===== config.mk =====
export PLATFORM = sky130hd
export DESIGN_NAME = dir_home
export DESIGN_NICKNAME = d
export VERILOG_FILES = /design/src/rtl/dir_pkg.sv /design/src/rtl/dir_pick.sv /design/src/rtl/dir_store.sv /design/src/rtl/dir_home.sv
export SDC_FILE = /design/constraint.sdc
export NUM_CORES = 1
export LEC_CHECK = 0
export CORE_AREA = 3 3 130 132
export DETAILED_ROUTE_END_ITERATION = 8
export DIE_AREA = 0 0 133 135
export GPL_TIMING_DRIVEN = 1
export PLACE_DENSITY = 0.91
export SLEW_MARGIN = 30
export SYNTH_ARGS = -nofsm -noshare
export SYNTH_HDL_FRONTEND = slang
export SYNTH_SLANG_ARGS = --single-unit

===== constraint.sdc =====
create_clock -name clk -period 6.4 [get_ports clk]
set_input_delay 1.28 -clock clk [delete_from_list [all_inputs] [get_ports clk]]
set_output_delay 1.28 -clock clk [all_outputs]
set_load 0.1 [all_outputs]

===== src/rtl/dir_pkg.sv =====
package dir_pkg;

    typedef enum logic [1:0] {
        BLK_UNC = 2'd0,
        BLK_SHR = 2'd1,
        BLK_EXC = 2'd2
    } blk_state_e;

    typedef enum logic [1:0] {
        REQ_RD  = 2'd0,
        REQ_WR  = 2'd1,
        REQ_WB  = 2'd2,
        REQ_NOP = 2'd3
    } req_kind_e;

    typedef enum logic [2:0] {
        MSG_NONE      = 3'd0,
        MSG_INV       = 3'd1,
        MSG_FETCH     = 3'd2,
        MSG_FETCH_INV = 3'd3,
        MSG_REPLY     = 3'd4
    } msg_kind_e;

    typedef enum logic [2:0] {
        ST_IDLE   = 3'd0,
        ST_LOOKUP = 3'd1,
        ST_INV    = 3'd2,
        ST_FETCH  = 3'd3,
        ST_WAIT   = 3'd4,
        ST_REPLY  = 3'd5
    } ctl_state_e;

endpackage


===== src/rtl/dir_pick.sv =====
// Lowest-index set bit finder.
module dir_pick #(
    parameter int N = 4,
    localparam int IW = (N > 1) ? $clog2(N) : 1
) (
    input  logic [N-1:0]  vec,
    output logic          found,
    output logic [IW-1:0] idx
);
    always_comb begin
        found = |vec;
        idx   = '0;
        for (int i = N - 1; i >= 0; i--) begin
            if (vec[i]) idx = IW'(i);
        end
    end
endmodule


===== src/rtl/dir_store.sv =====
// Per-block directory entries and block data, one shared address.
module dir_store
    import dir_pkg::*;
#(
    parameter int NPROC = 4,
    parameter int NBLK  = 8,
    parameter int DW    = 16,
    localparam int AW   = (NBLK > 1) ? $clog2(NBLK) : 1
) (
    input  logic             clk,
    input  logic             rst_n,
    input  logic [AW-1:0]    addr,
    input  logic             dir_we,
    input  blk_state_e       dir_st_in,
    input  logic [NPROC-1:0] dir_sh_in,
    input  logic             mem_we,
    input  logic [DW-1:0]    mem_din,
    output blk_state_e       st_out,
    output logic [NPROC-1:0] sh_out,
    output logic [DW-1:0]    mem_dout
);
    blk_state_e       st_q  [NBLK];
    logic [NPROC-1:0] sh_q  [NBLK];
    logic [DW-1:0]    mem_q [NBLK];

    for (genvar b = 0; b < NBLK; b++) begin : g_ent
        always_ff @(posedge clk or negedge rst_n) begin
            if (!rst_n) begin
                st_q[b]  <= BLK_UNC;
                sh_q[b]  <= '0;
                mem_q[b] <= '0;
            end else begin
                if (dir_we && addr == AW'(b)) begin
                    st_q[b] <= dir_st_in;
                    sh_q[b] <= dir_sh_in;
                end
                if (mem_we && addr == AW'(b)) begin
                    mem_q[b] <= mem_din;
                end
            end
        end
    end

    always_comb begin
        st_out   = st_q[addr];
        sh_out   = sh_q[addr];
        mem_dout = mem_q[addr];
    end
endmodule


===== src/rtl/dir_home.sv =====
// Home-node coherence directory controller.
module dir_home
    import dir_pkg::*;
#(
    parameter int NPROC = 4,
    parameter int NBLK  = 8,
    parameter int DW    = 16,
    localparam int PW   = (NPROC > 1) ? $clog2(NPROC) : 1,
    localparam int AW   = (NBLK > 1) ? $clog2(NBLK) : 1
) (
    input  logic          clk,
    input  logic          rst_n,
    input  logic          req_valid,
    output logic          req_ready,
    input  logic [1:0]    req_kind,
    input  logic [PW-1:0] req_pid,
    input  logic [AW-1:0] req_addr,
    input  logic [DW-1:0] req_data,
    input  logic          rsp_valid,
    input  logic [DW-1:0] rsp_data,
    output logic          msg_valid,
    output logic [2:0]    msg_kind,
    output logic [PW-1:0] msg_dest,
    output logic [AW-1:0] msg_addr,
    output logic [DW-1:0] msg_data
);
    ctl_state_e       state_q, state_d;
    req_kind_e        kind_q;
    logic [PW-1:0]    pid_q;
    logic [AW-1:0]    addr_q;
    logic [DW-1:0]    data_q;
    logic [NPROC-1:0] scan_q, scan_d;
    logic [PW-1:0]    owner_q, owner_d;

    logic             dir_we, mem_we;
    blk_state_e       dir_st_in;
    logic [NPROC-1:0] dir_sh_in;
    logic [DW-1:0]    mem_din;
    blk_state_e       st_rd;
    logic [NPROC-1:0] sh_rd;
    logic [DW-1:0]    mem_rd;

    logic             owner_found, inv_found;
    logic [PW-1:0]    owner_idx, inv_idx;
    logic [NPROC-1:0] pid_oh, inv_oh;

    assign pid_oh = NPROC'(1) << pid_q;
    assign inv_oh = NPROC'(1) << inv_idx;

    dir_store #(.NPROC(NPROC), .NBLK(NBLK), .DW(DW)) u_store (
        .clk       (clk),
        .rst_n     (rst_n),
        .addr      (addr_q),
        .dir_we    (dir_we),
        .dir_st_in (dir_st_in),
        .dir_sh_in (dir_sh_in),
        .mem_we    (mem_we),
        .mem_din   (mem_din),
        .st_out    (st_rd),
        .sh_out    (sh_rd),
        .mem_dout  (mem_rd)
    );

    dir_pick #(.N(NPROC)) u_owner (
        .vec   (sh_rd),
        .found (owner_found),
        .idx   (owner_idx)
    );

    dir_pick #(.N(NPROC)) u_inv (
        .vec   (scan_q),
        .found (inv_found),
        .idx   (inv_idx)
    );

    // Next state, directory updates and memory writes
    always_comb begin
        state_d   = state_q;
        scan_d    = scan_q;
        owner_d   = owner_q;
        dir_we    = 1'b0;
        dir_st_in = st_rd;
        dir_sh_in = sh_rd;
        mem_we    = 1'b0;
        mem_din   = data_q;
        unique case (state_q)
            ST_IDLE: begin
                if (req_valid) state_d = ST_LOOKUP;
            end
            ST_LOOKUP: begin
                unique case (kind_q)
                    REQ_RD: begin
                        unique case (st_rd)
                            BLK_UNC: begin
                                dir_we = 1'b1; dir_st_in = BLK_SHR; dir_sh_in = pid_oh;
                                state_d = ST_REPLY;
                            end
                            BLK_SHR: begin
                                dir_we = 1'b1; dir_st_in = BLK_SHR; dir_sh_in = sh_rd | pid_oh;
                                state_d = ST_REPLY;
                            end
                            BLK_EXC: begin
                                owner_d = owner_idx;
                                state_d = ST_FETCH;
                            end
                            default: state_d = ST_IDLE;
                        endcase
                    end
                    REQ_WR: begin
                        unique case (st_rd)
                            BLK_UNC: begin
                                dir_we = 1'b1; dir_st_in = BLK_EXC; dir_sh_in = pid_oh;
                                state_d = ST_REPLY;
                            end
                            BLK_SHR: begin
                                scan_d = sh_rd & ~pid_oh;
                                dir_we = 1'b1; dir_st_in = BLK_EXC; dir_sh_in = pid_oh;
                                state_d = (scan_d != '0) ? ST_INV : ST_REPLY;
                            end
                            BLK_EXC: begin
                                owner_d = owner_idx;
                                state_d = ST_FETCH;
                            end
                            default: state_d = ST_IDLE;
                        endcase
                    end
                    REQ_WB: begin
                        if (st_rd == BLK_EXC) begin
                            mem_we = 1'b1; mem_din = data_q;
                            dir_we = 1'b1; dir_st_in = BLK_UNC; dir_sh_in = '0;
                        end
                        state_d = ST_IDLE;
                    end
                    default: state_d = ST_IDLE;
                endcase
            end
            ST_INV: begin
                scan_d = scan_q & ~inv_oh;
                if (!inv_found || scan_d == '0) state_d = ST_REPLY;
            end
            ST_FETCH: begin
                state_d = ST_WAIT;
            end
            ST_WAIT: begin
                if (rsp_valid) begin
                    mem_we  = 1'b1;
                    mem_din = rsp_data;
                    dir_we  = 1'b1;
                    if (kind_q == REQ_RD) begin
                        dir_st_in = BLK_SHR; dir_sh_in = sh_rd | pid_oh;
                    end else begin
                        dir_st_in = BLK_EXC; dir_sh_in = pid_oh;
                    end
                    state_d = ST_REPLY;
                end
            end
            ST_REPLY: begin
                state_d = ST_IDLE;
            end
            default: state_d = ST_IDLE;
        endcase
    end

    // State register and request capture
    always_ff @(posedge clk or negedge rst_n) begin
        if (!rst_n) begin
            state_q <= ST_IDLE;
            kind_q  <= REQ_NOP;
            pid_q   <= '0;
            addr_q  <= '0;
            data_q  <= '0;
            scan_q  <= '0;
            owner_q <= '0;
        end else begin
            state_q <= state_d;
            scan_q  <= scan_d;
            owner_q <= owner_d;
            if (state_q == ST_IDLE && req_valid) begin
                kind_q <= req_kind_e'(req_kind);
                pid_q  <= req_pid;
                addr_q <= req_addr;
                data_q <= req_data;
            end
        end
    end

    // Outputs
    always_comb begin
        req_ready = (state_q == ST_IDLE);
        msg_valid = 1'b0;
        msg_kind  = MSG_NONE;
        msg_dest  = '0;
        msg_addr  = addr_q;
        msg_data  = '0;
        unique case (state_q)
            ST_INV: begin
                msg_valid = inv_found;
                msg_kind  = MSG_INV;
                msg_dest  = inv_idx;
            end
            ST_FETCH: begin
                msg_valid = 1'b1;
                msg_kind  = (kind_q == REQ_WR) ? MSG_FETCH_INV : MSG_FETCH;
                msg_dest  = owner_q;
            end
            ST_REPLY: begin
                msg_valid = 1'b1;
                msg_kind  = MSG_REPLY;
                msg_dest  = pid_q;
                msg_data  = mem_rd;
            end
            default: ;
        endcase
    end

    // Assertions
    AST_EXC_ONE_OWNER: assert property (@(posedge clk) disable iff (!rst_n)
        (state_q == ST_LOOKUP && st_rd == BLK_EXC) |-> ($countones(sh_rd) == 1 && owner_found));
    AST_SHR_NONEMPTY: assert property (@(posedge clk) disable iff (!rst_n)
        (state_q == ST_LOOKUP && st_rd == BLK_SHR) |-> (sh_rd != '0));
    AST_UNC_EMPTY: assert property (@(posedge clk) disable iff (!rst_n)
        (state_q == ST_LOOKUP && st_rd == BLK_UNC) |-> (sh_rd == '0));
    AST_INV_SKIPS_REQ: assert property (@(posedge clk) disable iff (!rst_n)
        (msg_valid && msg_kind == MSG_INV) |-> (msg_dest != pid_q));
    AST_INV_ASCENDS: assert property (@(posedge clk) disable iff (!rst_n)
        (msg_valid && msg_kind == MSG_INV && $past(msg_valid && msg_kind == MSG_INV))
        |-> (msg_dest > $past(msg_dest)));
    AST_FETCH_BLOCKS: assert property (@(posedge clk) disable iff (!rst_n)
        (msg_valid && (msg_kind == MSG_FETCH || msg_kind == MSG_FETCH_INV)) |=> !req_ready);
    AST_REPLY_RELEASES: assert property (@(posedge clk) disable iff (!rst_n)
        (msg_valid && msg_kind == MSG_REPLY) |=> req_ready);
endmodule


==> impl_metrics.tcl, run 1 <==
set metrics [dict create \
    track_usage 0.277 \
    grt_pass1_wl_mm 39.3 \
    synthArstFlopShare 1.00 \
    detail-route-antenna-nets 0 \
    path_class "reg -> out" \
    syn_area_um2 10100 \
    grt_pass1_vias 7377 \
    fillers 906 \
    clkTransAtPathRegs_ns 0.06 \
    wirelength_mm 24.7 \
    finalCriticalPeriod_ns 4.76 \
    synthToLayoutAreaGrowth_pct 15.8 \
    die-area_um2 18000 \
    rows 46 \
    power.density_nw_per_um2 544 \
    root_buffer "clkbuf_16" \
    cts_tree "yes" \
    hold_viol_final 0 \
    min_period_over_period 0.744 \
    start_util 0.635 \
    cts_sinks 208 \
    die_x_um 133 \
    vias 6649 \
    hpwl_mm 15.4 \
    path_max_fanout 29 \
    tightestPinTransition_ns 1.01 \
    vdd_ir_drop_max_mv 0.310 \
    clock_latency_ns 0.49 \
    grt_max_degree 100 \
    gp_congestion 0.899 \
    leakage_nw 5.20 \
    ys_types 65 \
    skew_ns 0.0124 \
    cts_setup_buffers 0 \
    cts_resized 0 \
    crit_chain "buf_4 > mux4_2 > mux2i_1 > nor2_1 > clkdlybuf4s50_1" \
    synth-edff-count 0 \
    startpoint_type "register" \
    ios 69 \
    maxSlewViolCount 0 \
    dr.pass1.iters 5 \
    drive_gt1_frac 0.373 \
    cp_top_family "buffers and inverters" \
    drt_drc_violations_left 0 \
    ys_seq_area_frac 0.518 \
    hold_ws_ns 0.487 \
    hold_class "reg -> reg" \
    setup_tns_ns 0 \
    max_freq_mhz 210 \
    cpPeakStageDelay_ns 1.00 \
    final_nets 845 \
    crit_slowest_cell "clkdlybuf4s50_1" \
    hold_buffers 0 \
    path_buf_inv 2 \
    status "completed" \
    syn_area_per_cell_um2 13.6 \
    cts-htree-levels 1 \
    rsz0062_at_grt "false" \
    wl_per_cell_um 23.9 \
    maxSlewHeadroom 0.325 \
    antenna_found_initial 0 \
    gr-total-overflow 0 \
    diodes 0 \
    synth_seq_cells 208 \
    drt-initial-drc-count 626 \
    crit_required_ns 5.12 \
    clockBufferDepth 3 \
    synth_flop_cell "dfrtp_1" \
    setup_viol 0 \
    cp-end-kind "output pin" \
    coreArea_um2 15800 \
    vias_per_cell 6.44 \
    synth_fp_nets 780 \
    synthCells 737 \
    maxCapViolCount 0 \
    die_h_um 135 \
    cts_buffers 23 \
    place.port_buffers 68 \
    arrival_ns 3.48 \
    ys_warn_count 0 \
]
[power by group]
group | switching, W | internal [W] | total, W | leakage [nW]
Clock | 0.000510 | 0.000755 | 0.00126 | 0.365
Sequential | 0.000514 | 0.00189 | 0.00240 | 2.66
Combinational | 0.00147 | 0.00120 | 0.00267 | 2.18
[per-stage QoR]
stage	setup slack (ns)	instances	utilization	total power, W	instance area (um^2)
after CTS	1.59	1032	0.735	0.00631	11600
after global routing	1.48	1032	0.736	0.00663	11600
final	1.64	1032	0.736	0.00634	11600
after global placement	1.86	991	0.687	0.00476	10900
after detailed placement	2.12	993	0.689	0.00499	10900
after floorplan	1.23	737	-	0.00428	10100
[synthesized netlist by cell type (2+ instances only)]
library cell | instances | area share
nor2_1 | 32 | 0.012
nand2_1 | 72 | 0.027
buf_2 | 12 | 0.0060
nand3_1 | 6 | 0.0030
nand2_2 | 4 | 0.0025
a221o_1 | 2 | 0.0020
mux2i_1 | 27 | 0.027
or3_1 | 3 | 0.0019
nand2b_1 | 4 | 0.0025
mux4_2 | 36 | 0.081
buf_1 | 5 | 0.0019
dfstp_2 | 2 | 0.0052
o31ai_1 | 2 | 0.0015
buf_6 | 2 | 0.0022
mux2_2 | 194 | 0.22
nor2_4 | 2 | 0.0022
o21a_1 | 2 | 0.0015
dfrtp_1 | 206 | 0.51
a22o_1 | 2 | 0.0017
o311a_1 | 2 | 0.0020
o32ai_1 | 3 | 0.0026
a211oi_1 | 3 | 0.0022
buf_4 | 5 | 0.0037
a22oi_1 | 2 | 0.0015
nor3_1 | 4 | 0.0020
a21oi_1 | 9 | 0.0045
inv_1 | 11 | 0.0041
nor3_4 | 4 | 0.0065
o21ai_0 | 11 | 0.0055
nor2_2 | 2 | 0.0012
o22ai_1 | 9 | 0.0056
mux2_1 | 10 | 0.011
nor2b_1 | 4 | 0.0025
clkbuf_1 | 12 | 0.0045
[cells in the final DEF (no fill, tap or decap), types with 11 or more instances in the layout]
cell type,count
clkdlybuf4s50_1,67
mux2i_1,27
o21ai_0,11
inv_1,11
clkbuf_16,23
nor2_1,32
nand2_1,72
mux2_2,194
dfrtp_1,203
mux4_2,36
[state kept, by name, indices dropped and copies added (netlist names)]
signal and cells:
data_q 16, owner_q 2, u_store.sh_q 32, u_store.mem_q 128, u_store.st_q 16, kind_q 2, msg_addr 3, pid_q 2
state_q 3, scan_q 4
[worst register-to-register path, delay by kind of cell, from the launching register on]
kind,cells,cell delay (ns)
buf+inv,2,0.81
compound gates,2,0.74
flops,1,0.93
simple gates,2,0.77
mux,2,0.55
[final cells by class]
class | instances | area [um^2] | area share
multi-input cells | 481 | 4630 | 0.397
repair buffers | 77 | 767 | 0.0658
inverters | 11 | 41.3 | 0.00354
flip-flops and latches | 208 | 5220 | 0.448
clock inverters | 8 | 68.8 | 0.00591
well taps | 216 | 270 | 0.0232
clock buffers | 31 | 656 | 0.0563
[final timing paths]
check                                  startpoint  slack [ns]  depth (start not counted)           endpoint
max in group asynchronous                   rst_n        4.18                          2        msg_addr[1]
worst max-delay path                  msg_addr[0]        1.64                          5       msg_data[13]
min in group asynchronous                   rst_n        0.88                          1          scan_q[2]
worst min-delay path            u_store.mem_q[70]        0.49                          1  u_store.mem_q[70]
worst max register to register        msg_addr[1]        2.48                          8  u_store.mem_q[78]
worst min register to register  u_store.mem_q[70]        0.49                          1  u_store.mem_q[70]
[kinds of logic (layout without fill, tap and decap cells)]
| kind of cell | Yosys count | count (layout) | synth area share |
|---|---|---|---|
| mux | 268 | 268 | 0.337 |
| flops | 208 | 208 | 0.518 |
| buf+inv | 48 | 127 | 0.0239 |
| simple gates | 149 | 149 | 0.0725 |
| compound gates | 64 | 64 | 0.0485 |
[per-layer routing]
metal  vias up  track usage  part of all wire
li1       2845            -                 -
met1      3442        0.344              0.39
met2       288        0.489              0.52
met3        74       0.0391             0.060
met4         0        0.115             0.032
met5         -            0                 0
(Power assumes the default switching activity.)
==> run 2, diff against run 1 <==
--- a/config.mk
+++ b/config.mk
@@ -5,11 +5,11 @@
 export SDC_FILE = /design/constraint.sdc
 export NUM_CORES = 1
 export LEC_CHECK = 0
-export CORE_AREA = 3 3 130 132
+export CORE_AREA = 3 3 142 144
 export DETAILED_ROUTE_END_ITERATION = 8
-export DIE_AREA = 0 0 133 135
+export DIE_AREA = 0 0 145 147
 export GPL_TIMING_DRIVEN = 1
-export PLACE_DENSITY = 0.91
+export PLACE_DENSITY = 0.82
 export SLEW_MARGIN = 30
 export SYNTH_ARGS = -nofsm -noshare
 export SYNTH_HDL_FRONTEND = slang
==> constraint.sdc (replaced) <==
create_clock -name clk -period 4.2 [get_ports clk]
set_input_delay 0.84 -clock clk [delete_from_list [all_inputs] [get_ports clk]]
set_output_delay 0.84 -clock clk [all_outputs]
set_load 0.1 [all_outputs]
==> run 2 against run 1 <==
  * Flip-flop and latch count is the same
  * Via count shrank 4.7%
  * Combinational power grew 57%
  * Utilization shrank 11 points
  * Largest cell class unchanged
==> impl_metrics.tcl, run 2 (synthesized netlist as in run 1, its figures left out) <==
set metrics [dict create \
    status "completed" \
    hold_ws_ns 0.408 \
    clkTransAtPathRegs_ns 0.06 \
    cts_setup_buffers 0 \
    crit_required_ns 3.36 \
    vdd_ir_drop_max_mv 0.450 \
    grt_pass1_wl_mm 37.2 \
    root_buffer "clkbuf_16" \
    top_regs "u_store.mem_q: 128 flops, u_store.sh_q: 32 flops" \
    drt-initial-drc-count 437 \
    final_nets 848 \
    leakage_nw 5.26 \
    cts_sinks 208 \
    tightestPinTransition_ns 0.968 \
    crit_chain "buf_4 > mux4_2 > mux2i_1 > nor2_4 > buf_4" \
    largest_reg_flops 128 \
    instances_no_fill 1081 \
    track_usage 0.214 \
    vias 6336 \
    hold_class "in -> async" \
    antenna_found_initial 0 \
    min_period_over_period 0.860 \
    clockBufferDepth 3 \
    arrival_ns 2.77 \
    cts_buffers 22 \
    wl_per_cell_um 20.5 \
    top_register "u_store.mem_q" \
    gr-total-overflow 0 \
    setup_tns_ns 0 \
    final_cell_area_um2 11800 \
    max_freq_mhz 277 \
    wirelength_mm 22.1 \
    cts_tree "yes" \
    dpl_cell_area_um2 11000 \
    die_x_um 145 \
    maxSlewViolCount 0 \
    hold_viol_final 0 \
    grt_max_degree 92 \
    path_buf_inv 2 \
    maxCapViolCount 0 \
    grt_pass1_vias 6857 \
    detail-route-antenna-nets 0 \
    drt_drc_violations_left 0 \
    gp_congestion 0.834 \
    rows 50 \
    cp_top_family "buffers and inverters" \
    cp-end-kind "output pin" \
    synthToLayoutAreaGrowth_pct 16.9 \
    rsz0062_at_grt "false" \
    vias_per_cell 5.86 \
    die_h_um 147 \
    power.density_nw_per_um2 813 \
    finalCriticalPeriod_ns 3.61 \
    ios 69 \
    diodes 0 \
    start_util 0.534 \
    place.port_buffers 68 \
    cts_resized 0 \
    maxSlewHeadroom 0.352 \
    fillers 1370 \
    path_max_fanout 31 \
    dr.pass1.iters 5 \
    fin_total_pwr_w 0.00956 \
    final_common_cell "dfrtp_1" \
    mostFrequentLayoutCells "203 x dfrtp_1, 194 x mux2_2, 72 x nand2_1" \
    hold_buffers 0 \
    crit_slowest_cell "dfrtp_2" \
    startpoint_type "register" \
    skew_ns 0.0125 \
    hpwl_mm 14.2 \
    drive_gt1_frac 0.419 \
    path_class "reg -> out" \
    dpl.cell_count 1041 \
    cts-htree-levels 1 \
    die-area_um2 21300 \
    cpPeakStageDelay_ns 0.77 \
    rrSetupSlack_ns 0.91 \
    setup_viol 0 \
    cp_common_cell "buf_4" \
    clock_latency_ns 0.50 \
    coreArea_um2 18800 \
]
[run 2: cell types whose count changed in the layout (fill, tap and decap cells not counted), sizes merged]
cell / previous run / this run
buf: 9 / 38
bufinv: 1 / 2
clkbuf: 32 / 33
clkdlybuf4s50: 67 / 42
clkinv: 6 / 5
[run 2: worst paths after layout]
| check | startpoint | to | cells past startpoint |
|---|---|---|---|
| worst max-delay path | msg_addr[1] | msg_data[6] | 5 |
| worst min-delay path | rst_n | data_q[9] | 1 |
| worst max register to register | msg_addr[1] | u_store.sh_q[11] | 7 |
| worst min register to register | u_store.mem_q[72] | u_store.mem_q[72] | 1 |
| max in group asynchronous | rst_n | kind_q[0] | 2 |
| min in group clk | u_store.mem_q[72] | u_store.mem_q[72] | 1 |
[run 2: layout make-up]
type | instances | area (um^2) | area share
inverter | 11 | 41.3 | 0.00351
timing repair buffer | 81 | 757 | 0.0644
clock buffer | 32 | 629 | 0.0535
multi-input combinational | 481 | 4700 | 0.400
tap | 260 | 325 | 0.0277
clock inverter | 8 | 93.8 | 0.00798
sequential | 208 | 5210 | 0.443
[run 2: metal layers]
metal | vias to the layer above | wire length (um) | GRT usage
li1 | 2851 | - | -
met1 | 3264 | 9730 | 0.298
met2 | 176 | 10700 | 0.353
met3 | 45 | 1120 | 0.0312
met4 | 0 | 542 | 0.0665
met5 | - | 0 | 0
[run 2: worst reg2reg max path, cell delays in order, from the launching register on]
cell	delay, ns
dfrtp_2	0.77
buf_4	0.54
mux2_2	0.25
o22ai_1	0.07
a22oi_1	0.50
nand2_1	0.19
o22ai_1	0.62
mux2_2	0.28
[run 2: per-stage QoR]
| stage | utilization | setup WS [ns] |
|---|---|---|
| CTS | 0.624 | 0.565 |
| detailed placement | 0.586 | 0.962 |
| floorplan | - | -0.0910 |
| global placement | 0.586 | 0.994 |
| finish | 0.624 | 0.587 |
| global route | 0.624 | 0.461 |
[run 2: where the power goes]
group          switching, W  internal [W]
Clock              0.000772       0.00117
Sequential         0.000547       0.00287
Combinational       0.00238       0.00182
==> run 3, diff against run 2 <==
--- a/config.mk
+++ b/config.mk
@@ -5,11 +5,11 @@
 export SDC_FILE = /design/constraint.sdc
 export NUM_CORES = 1
 export LEC_CHECK = 0
-export CORE_AREA = 3 3 142 144
+export CORE_AREA = 3 3 188 190
 export DETAILED_ROUTE_END_ITERATION = 8
-export DIE_AREA = 0 0 145 147
+export DIE_AREA = 0 0 191 193
 export GPL_TIMING_DRIVEN = 1
-export PLACE_DENSITY = 0.82
+export PLACE_DENSITY = 0.54
 export SLEW_MARGIN = 30
 export SYNTH_ARGS = -nofsm -noshare
 export SYNTH_HDL_FRONTEND = slang
==> run 3 against run 2 <==
  * Via count is 2.7% lower
  * Largest power group unchanged
  * Final area is 3.0% higher
  * Non-clock buffer count is 5 higher
  * Sequential share of layout area is 1.3 points lower
  * Largest cell class unchanged
  * Combinational power hardly changed
  * Sequential power is 1% higher
==> impl_metrics.tcl, run 3 (synthesized netlist as in run 1, its figures left out) <==
set metrics [dict create \
    status "completed" \
    rows 67 \
    post-route-util 0.360 \
    dpl.cell_count 1234 \
    drt-initial-drc-count 225 \
    finalCriticalPeriod_ns 3.66 \
    hold_viol_final 0 \
    maxSlewHeadroom 0.352 \
    detail-route-antenna-nets 0 \
    tightestPinTransition_ns 0.968 \
    maxCapViolCount 0 \
    grt_max_degree 85 \
    gp_congestion 0.762 \
    path_max_fanout 17 \
    vdd_ir_drop_max_mv 0.446 \
    antenna_found_initial 0 \
    instances_no_fill 1278 \
    fillers 3278 \
    vias_per_cell 4.83 \
    clockBufferDepth 3 \
    clkTransAtPathRegs_ns 0.06 \
    gr-total-overflow 0 \
    path_buf_inv 2 \
    grt_pass1_wl_mm 39.0 \
    grt_pass1_vias 6715 \
    hold_buffers 0 \
    maxSlewViolCount 0 \
    coreArea_um2 33600 \
    hpwl_mm 15.7 \
    place.port_buffers 68 \
    startpoint_type "register" \
    cp-end-kind "output pin" \
    crit_chain "buf_4 > mux4_2 > mux2i_1 > nor2_4 > buf_4" \
    rsz0062_at_grt "false" \
    cpPeakStageDelay_ns 0.69 \
    largest_reg_flops 128 \
    hold_class "in -> async" \
    r2r-end "u_store.mem_q[82]" \
    start_util 0.299 \
    die-area_um2 36900 \
    die_h_um 193 \
    cts_resized 0 \
    top_regs "u_store.mem_q: 128 flops, u_store.sh_q: 32 flops" \
    cts_setup_buffers 0 \
    root_buffer "clkbuf_16" \
    wirelength_mm 24.2 \
    ios 69 \
    power.density_nw_per_um2 806 \
    track_usage 0.135 \
    setup_viol 0 \
    mostFrequentLayoutCells "203 x dfrtp_1, 194 x mux2_2, 72 x nand2_1" \
    min_period_over_period 0.870 \
    diodes 0 \
    arrival_ns 2.82 \
    path_class "reg -> out" \
    wl_per_cell_um 19.0 \
    final_nets 855 \
    max_freq_mhz 274 \
    final_common_cell "dfrtp_1" \
    dr.pass1.iters 4 \
    rr_worst_depth 6 \
    crit_required_ns 3.36 \
    leakage_nw 5.32 \
    cts_buffers 24 \
    drt_drc_violations_left 0 \
    cp_top_family "multiplexers" \
    clock_latency_ns 0.53 \
    cp_common_cell "buf_4" \
    cts-htree-levels 1 \
    die_x_um 191 \
    cts_sinks 208 \
    rrSetupSlack_ns 1.00 \
    drive_gt1_frac 0.424 \
    synthToLayoutAreaGrowth_pct 20.4 \
    rr_startpoint "msg_addr[1]" \
    skew_ns 0.0153 \
    top_register "u_store.mem_q" \
    vias 6168 \
    cts_tree "yes" \
    crit_slowest_cell "dfrtp_2" \
]
==> run 3: cell count changes in the layout (fill, tap and decap cells not counted) <==
cell,delta
clkbuf_8,+6
buf_4,+4
clkdlybuf4s50_1,+2
clkinv_2,-2
buf_12,-1
bufinv_16,-1
clkbuf_16,+1
clkinv_16,+1
inv_6,-1
nor2_1,-1
nor2_2,+1
==> run 3: per-stage QoR <==
step | area, um^2 | TNS (ns) | hold WS, ns | power [W] | setup slack, ns
finish | 12100 | 0 | 0.277 | 0.00976 | 0.545
global route | 12100 | 0 | 0.296 | 0.0104 | 0.367
CTS | 12100 | 0 | 0.276 | 0.00991 | 0.462
detailed placement | 11300 | 0 | 0.469 | 0.00775 | 0.807
global placement | 11300 | 0 | 0.463 | 0.00769 | 0.876
floorplan | 10100 | -0.0910 | 0.453 | 0.00658 | -0.0910
==> run 3: how the worst max path moves through the flow <==
| stage | startpoint | end | slack (ns) | depth (start not counted) |
|---|---|---|---|---|
| finish | msg_addr[0] | msg_data[8] | 0.54 | 5 |
| CTS | msg_addr[0] | msg_data[8] | 0.46 | 5 |
| detailed placement | rsp_valid | u_store.mem_q[95] | 0.81 | 5 |
| global placement | rsp_valid | u_store.mem_q[80] | 0.88 | 5 |
| global route | msg_addr[0] | msg_data[8] | 0.37 | 5 |
| floorplan | msg_addr[2] | msg_data[10] | -0.09 | 6 |
==> run 3: layout make-up <==
type | instances | area [um^2] | share of cell area
Sequential cell | 208 | 5210 | 0.430
Multi-Input combinational cell | 481 | 4700 | 0.388
Timing Repair Buffer | 86 | 787 | 0.0650
Clock buffer | 39 | 737 | 0.0609
Tap cell | 448 | 561 | 0.0463
Clock inverter | 5 | 75.1 | 0.00620
Inverter | 11 | 41.3 | 0.00341
==> run 3: metal layers <==
| metal | up-vias | GRT usage | part of all wire |
|---|---|---|---|
| met3 | 25 | 0.0186 | 0.029 |
| met1 | 3193 | 0.186 | 0.47 |
| met4 | 0 | 0.0308 | 0.020 |
| met5 | - | 0 | 0 |
| met2 | 88 | 0.227 | 0.48 |
| li1 | 2862 | - | - |
==> run 3: where the power goes <==
part           switching [W]  internal (W)
Clock               0.000847       0.00126
Sequential          0.000600       0.00287
Combinational        0.00230       0.00187
